--- config.mk ---
export PLATFORM = sky130hd
export DESIGN_NAME = branch_hist_buf
export DESIGN_NICKNAME = d
export VERILOG_FILES = /design/src/rtl/bhb_pkg.sv /design/src/rtl/bhb_filter.sv /design/src/rtl/bhb_ptr.sv /design/src/rtl/bhb_store.sv /design/src/rtl/branch_hist_buf.sv
export SDC_FILE = /design/constraint.sdc
export NUM_CORES = 1
export LEC_CHECK = 0
export BUFFER_PORTS_ARGS = -buffer_cell sky130_fd_sc_hd__buf_2
export CAP_MARGIN = 30
export CORE_MARGIN = 5
export CORE_UTILIZATION = 50
export CTS_CLUSTER_DIAMETER = 80
export CTS_CLUSTER_SIZE = 24
export DETAILED_ROUTE_END_ITERATION = 7
export HOLD_SLACK_MARGIN = 0.06
export PLACE_DENSITY = 0.66
export SYNTH_ARGS = -nofsm -noshare
export SYNTH_HDL_FRONTEND = slang
export SYNTH_SLANG_ARGS = --single-unit
--- constraint.sdc ---
create_clock -name clk -period 7.6 [get_ports clk]
set_input_delay 0.38 -clock clk [delete_from_list [all_inputs] [get_ports clk]]
set_output_delay 0.38 -clock clk [all_outputs]
set_load 0.01 [all_outputs]
--- src/rtl/bhb_pkg.sv ---
package bhb_pkg;
  typedef enum logic [2:0] {
    XT_NONE  = 3'd0,
    XT_BR    = 3'd1,
    XT_JMP   = 3'd2,
    XT_IJMP  = 3'd3,
    XT_CALL  = 3'd4,
    XT_RET   = 3'd5,
    XT_TRAP  = 3'd6,
    XT_TRET  = 3'd7
  } xfer_e;

  localparam logic [1:0] SEL_SRC  = 2'd0;
  localparam logic [1:0] SEL_DST  = 2'd1;
  localparam logic [1:0] SEL_DATA = 2'd2;
endpackage

--- src/rtl/bhb_filter.sv ---
module bhb_filter (
  input  logic       clk,
  input  logic       rst,
  input  logic       rec_valid,
  input  logic [2:0] rec_type,
  input  logic [7:0] filter,
  input  logic       ras_mode,
  input  logic       freeze,
  output logic       push,
  output logic       pop
);
  import bhb_pkg::*;
  logic hit, is_ret;

  always_comb begin
    hit    = rec_valid && !freeze && filter[rec_type];
    is_ret = (rec_type == XT_RET);
    push   = hit && !(ras_mode && is_ret);
    pop    = hit && ras_mode && is_ret;
  end

  // frozen core never changes history
  assert_freeze_hold_R2: assert property (@(posedge clk) disable iff (rst)
    freeze |-> (!push && !pop));
  // masked-out type is never accepted
  assert_mask_block_R1: assert property (@(posedge clk) disable iff (rst)
    (rec_valid && !filter[rec_type]) |-> (!push && !pop));
endmodule

--- src/rtl/bhb_ptr.sv ---
module bhb_ptr #(
  parameter int DEPTH = 16,
  localparam int IW = $clog2(DEPTH),
  localparam int CW = $clog2(DEPTH + 1)
) (
  input  logic          clk,
  input  logic          rst,
  input  logic          clear,
  input  logic          push,
  input  logic          pop,
  output logic [IW-1:0] wptr,
  output logic [CW-1:0] count
);
  localparam logic [CW-1:0] FULL = CW'(DEPTH);

  always_ff @(posedge clk) begin
    if (rst || clear) begin
      wptr  <= '0;
      count <= '0;
    end else if (push) begin
      wptr <= wptr + 1'b1;
      if (count != FULL) count <= count + 1'b1;
    end else if (pop && count != '0) begin
      wptr  <= wptr - 1'b1;
      count <= count - 1'b1;
    end
  end

  assert_count_bound_R4: assert property (@(posedge clk) disable iff (rst)
    count <= FULL);
  assert_full_saturate_R4: assert property (@(posedge clk) disable iff (rst)
    (push && !clear && count == FULL) |=> count == FULL);
  assert_empty_pop_R6: assert property (@(posedge clk) disable iff (rst)
    (pop && !push && !clear && count == '0) |=> (count == '0 && $stable(wptr)));
  assert_clear_empty_R7: assert property (@(posedge clk) disable iff (rst)
    clear |=> count == '0);
endmodule

--- src/rtl/bhb_store.sv ---
module bhb_store #(
  parameter int DEPTH = 16,
  parameter int AW = 32,
  localparam int IW = $clog2(DEPTH),
  localparam int CW = $clog2(DEPTH + 1)
) (
  input  logic          clk,
  input  logic          rst,
  input  logic          we,
  input  logic [IW-1:0] waddr,
  input  logic [AW-1:0] wsrc,
  input  logic [AW-1:0] wdst,
  input  logic [2:0]    wtype,
  input  logic          rd_ok,
  input  logic [IW-1:0] rd_idx,
  input  logic [1:0]    rd_sel,
  input  logic [CW-1:0] count,
  output logic [AW-1:0] rd_data
);
  import bhb_pkg::*;

  logic [AW-1:0] src_mem [DEPTH];
  logic [AW-1:0] dst_mem [DEPTH];
  logic [2:0]    typ_mem [DEPTH];
  logic [IW-1:0] raddr;
  logic          in_range;

  always_ff @(posedge clk) begin
    if (we) begin
      src_mem[waddr] <= wsrc;
      dst_mem[waddr] <= wdst;
      typ_mem[waddr] <= wtype;
    end
  end

  always_comb begin
    raddr    = waddr - 1'b1 - rd_idx;
    in_range = CW'(rd_idx) < count;
  end

  always_ff @(posedge clk) begin
    if (rst || !rd_ok || !in_range) begin
      rd_data <= '0;
    end else begin
      case (rd_sel)
        SEL_SRC:  rd_data <= src_mem[raddr];
        SEL_DST:  rd_data <= dst_mem[raddr];
        SEL_DATA: rd_data <= {1'b1, {(AW-4){1'b0}}, typ_mem[raddr]};
        default:  rd_data <= '0;
      endcase
    end
  end

  // out-of-range index reads zero
  assert_oob_zero_R8: assert property (@(posedge clk) disable iff (rst)
    (CW'(rd_idx) >= count) |=> rd_data == '0);
endmodule

--- src/rtl/branch_hist_buf.sv ---
module branch_hist_buf #(
  parameter int DEPTH = 16,
  parameter int AW = 32,
  localparam int IW = $clog2(DEPTH),
  localparam int CW = $clog2(DEPTH + 1)
) (
  input  logic          clk,
  input  logic          rst,
  input  logic          rec_valid,
  input  logic [AW-1:0] rec_src,
  input  logic [AW-1:0] rec_dst,
  input  logic [2:0]    rec_type,
  input  logic          freeze,
  input  logic          access_en,
  input  logic          cfg_we,
  input  logic [7:0]    cfg_filter,
  input  logic          cfg_ras,
  input  logic          cfg_clear,
  input  logic [IW-1:0] rd_idx,
  input  logic [1:0]    rd_sel,
  output logic [AW-1:0] rd_data
);
  logic [7:0]    filter_q;
  logic          ras_q;
  logic          clr;
  logic          push, pop;
  logic [IW-1:0] wptr;
  logic [CW-1:0] count;

  always_ff @(posedge clk) begin
    if (rst) begin
      filter_q <= '0;
      ras_q    <= 1'b0;
    end else if (access_en && cfg_we) begin
      filter_q <= cfg_filter;
      ras_q    <= cfg_ras;
    end
  end

  assign clr = access_en && cfg_clear;

  bhb_filter u_filt (
    .clk(clk), .rst(rst), .rec_valid(rec_valid), .rec_type(rec_type),
    .filter(filter_q), .ras_mode(ras_q), .freeze(freeze),
    .push(push), .pop(pop)
  );

  bhb_ptr #(.DEPTH(DEPTH)) u_ptr (
    .clk(clk), .rst(rst), .clear(clr), .push(push), .pop(pop),
    .wptr(wptr), .count(count)
  );

  bhb_store #(.DEPTH(DEPTH), .AW(AW)) u_store (
    .clk(clk), .rst(rst), .we(push && !clr), .waddr(wptr),
    .wsrc(rec_src), .wdst(rec_dst), .wtype(rec_type),
    .rd_ok(access_en), .rd_idx(rd_idx), .rd_sel(rd_sel),
    .count(count), .rd_data(rd_data)
  );

  // disabled access reads zero
  assert_gate_zero_R9: assert property (@(posedge clk) disable iff (rst)
    !access_en |=> rd_data == '0);
  // config held while disabled
  assert_gate_cfg_R9: assert property (@(posedge clk) disable iff (rst)
    !access_en |=> ($stable(filter_q) && $stable(ras_q)));
endmodule

==> results.ini <==
[sta]
whs_ps=97.4
grt_setup_unrepaired=false
finalMaxSlewViolations=0
finalSetupViolations=0
worst_slew_pin_slew_ps=953
fin_worst_skew_ps=33.6
fin_setup_tns_ps=0
relSlewSlack_pct=36.5
fin_crit_sh_pct=55.3
fmax_ghz=0.238
hold_viol_final=0
post-route-min-period_ps=4200

[worst_setup_path]
cp_max_fo=136
worstReg2RegStart=u_ptr.wptr[0]$_SDFFE_PP0P_
reg2reg_depth=8
critical_path_arrival_ps=4720
critPathKind=reg2reg
path_buf_inv=2
slowest_delay_ps=1070
worstSetupStartpointType=flip-flop
setup.worst_path.end=u_store.rd_data[20]$_SDFF_PP0_
end_kind=flip-flop
path_depth=8
cp-startpoint=u_ptr.wptr[0]$_SDFFE_PP0P_
slowest_stage=fa_4
critPathRequiredTime_ps=8120
path_cells=inv_1 > ha_1 > fa_4 > buf_12 > mux4_2 > mux4_2 > nand2_1 > a21oi_1
rr_endpoint=u_store.rd_data[20]$_SDFF_PP0_
path_delay_family=adder cells
r2r_setup_slack_ps=3400
cpMostUsedCell=mux4_2

[logic_synthesis]
async_flop_share_pct=0
syn-cell-area_um2=42800
ys_warn_count=0
ys_seq_area_share_pct=77.6
ys.flop_type=edfxtp_1
syn_nets=1943
synth_seq_cells=1122
synth.distinct_cells=40
netlist_instances=1839
synth_edf_count=1072
syn_avg_cell_area_um2=23.3

[floorplan]
pin_count=121
rows=107
fp.dieArea_um2=91500
core_um2=85000
initial_utilization_pct=50.3
die_h_um=302
die_w_um=302

[detailed_routing]
wl_per_cell_um=28.5
routed-via-count=19100
postRouteAntennaNets=0
met3_wirelength_um=5000
drt-total-wl_um=90400
drc=0
drt_iter0_drc=1661
wl_met2_um=46700
top_layer=met5
wl_met1_um=37600
vias_per_cell=6.03
drt-pass1-iter-count=4

[cts]
cts_setup_buffers=0
cts_tree=done
cts_made_buffers=53
htreeDepth=2
clkLatencyLatePin_ps=650
root_buffer=clkbuf_16
clockBufferDepth=3
cts_sinks=1122
clkSlewWorstSetupHoldPaths_ps=100
cts_resized=0

[global_routing]
first_global_vias=20000
antenna_found_initial=9
grt_max_degree=137
grt_pass1_wl_um=134000
grtUsageTotal_pct=19.8
grt_overflow=0

[worst_hold_path]
hold_class=in2reg
hold-path-cell-count=3
min_from=cfg_we

[cells_and_area]
area_growth_pct=9.23
nets=2087
final_layout_size_suffix_gt1_share_pct=28.4

[power]
leakage_nw=14.5
ir_drop_uv=181
p_per_area_nw_per_um2=229

[placed_design]
dpl.hpwl_um=51100
port_buffers=120
finalWeightedCongestion=0.759

[job]
maxCapViolCount=0

[status]
status=complete, no violations

## layer usage
metal,global-route usage [%],vias to the layer above
li1,-,7997
met1,28.5,10500
met2,34.1,529
met3,2.66,86
met4,2.89,2
met5,0,-
## how the worst min path moves through the flow
stage | endpoint | slack [ps]
detailed placement | filter_q[6]$_SDFFE_PP0P_ | 450
finish | filter_q[5]$_SDFFE_PP0P_ | 100
global route | u_store.src_mem[10][14]$_DFFE_PP_ | 80
floorplan | filter_q[2]$_SDFFE_PP0P_ | 430
global placement | filter_q[0]$_SDFFE_PP0P_ | 450
CTS | filter_q[5]$_SDFFE_PP0P_ | 70
## through the flow
step	cells	instance area [um^2]	total power, mW	setup WS (ps)	util [%]
floorplan	1839	42800	7.38	944	-
global placement	3048	44700	7.62	2910	52.6
detailed placement	3056	44900	7.64	3040	52.8
CTS	3167	46600	10.8	3440	54.8
global route	3170	46700	11.0	3260	54.9
finish	3175	46700	10.7	3400	55.0
## where the power goes
part	leakage, nW	internal [mW]	total [mW]	switching, mW
clock	0.754	1.39	3.20	1.82
combinational	3.75	0.322	0.715	0.393
sequential	10.0	6.76	6.77	0.00587
total	14.5	8.47	10.7	2.22
## kinds of logic (layout without fill, tap and decap cells)
kind of cell               Yosys count  after routing  share of synthesized area, %
AOI/OAI and AO/OA                   80             80                          1.09
xor gates and xnor gates            11             11                         0.243
adders and majority gates           15             15                         0.474
buffers and inverters              104            291                          1.42
DFF                               1122           1122                          77.6
muxes                              346            346                          17.5
other                                0              5                             0
and+or+nand+nor                    161            161                          1.62
## layout by cell type, fill, tap and decap left out, types with 5 or more instances in the layout
master	n
inv_1	12
o21ai_0	5
edfxtp_1	1072
buf_4	33
diode_2	5
a21o_1	6
dlygate4sd3_1	13
ha_1	12
nand2_1	95
mux4_2	323
nor2_1	13
clkbuf_16	55
buf_12	6
nand2b_1	7
clkbuf_1	37
nor3_2	5
a21oi_1	52
nand3_1	16
dfxtp_1	50
buf_2	120
mux2i_1	22
xnor2_1	5
nor2_4	12
buf_16	9
## synthesized netlist by cell type, types with 3 or more instances
cell      instances  area (um^2)
a21boi_1          3         22.5
a21o_1            6         45.0
a21oi_1          52          260
a32oi_1           3         26.3
buf_1             9         33.8
buf_2            20          100
buf_4            13         97.6
buf_6            19          214
clkbuf_1         31          116
dfxtp_1          50         1000
edfxtp_1       1072        32200
ha_1             13          163
inv_1            12         45.0
mux2i_1          22          220
mux4_2          323         7270
nand2_1          95          357
nand2b_1          7         43.8
nand3_1          16         80.1
nand3b_1          4         30.0
nor2_1           25         93.8
nor2b_1           4         25.0
nor3_1            4         20.0
o21ai_0           5         25.0
xnor2_1           7         61.3
xor2_1            3         26.3
## registers in the layout, indices dropped and copies added, names as in the netlist
name,flops
u_store.dst_mem,512
u_store.src_mem,512
u_store.typ_mem,48
u_store.rd_data,32
filter_q,8
u_ptr.count,5
u_ptr.wptr,4
ras_q,1
## timing repair
| action | CTS | global route |
|---|---|---|
| setup endpoints to repair | 0 | 0 |
| endpoints found under the hold margin | 9 | 0 |
| hold buffers | 13 | 0 |
## cell type report
cell class | instances | area [um^2]
Fill cell | 6286 | 38300
Clock inverter | 5 | 46.3
Timing Repair Buffer | 181 | 1350
Clock buffer | 93 | 1530
Multi-Input combinational cell | 613 | 9120
Antenna cell | 5 | 12.5
Sequential cell | 1122 | 33200
Tap cell | 1144 | 1430
Inverter | 12 | 45.0
## worst min-delay path, stage by stage
cell and delay, ps:
buf_2 150, nand3_1 100, a21oi_1 60
(Power assumes the default switching activity.)
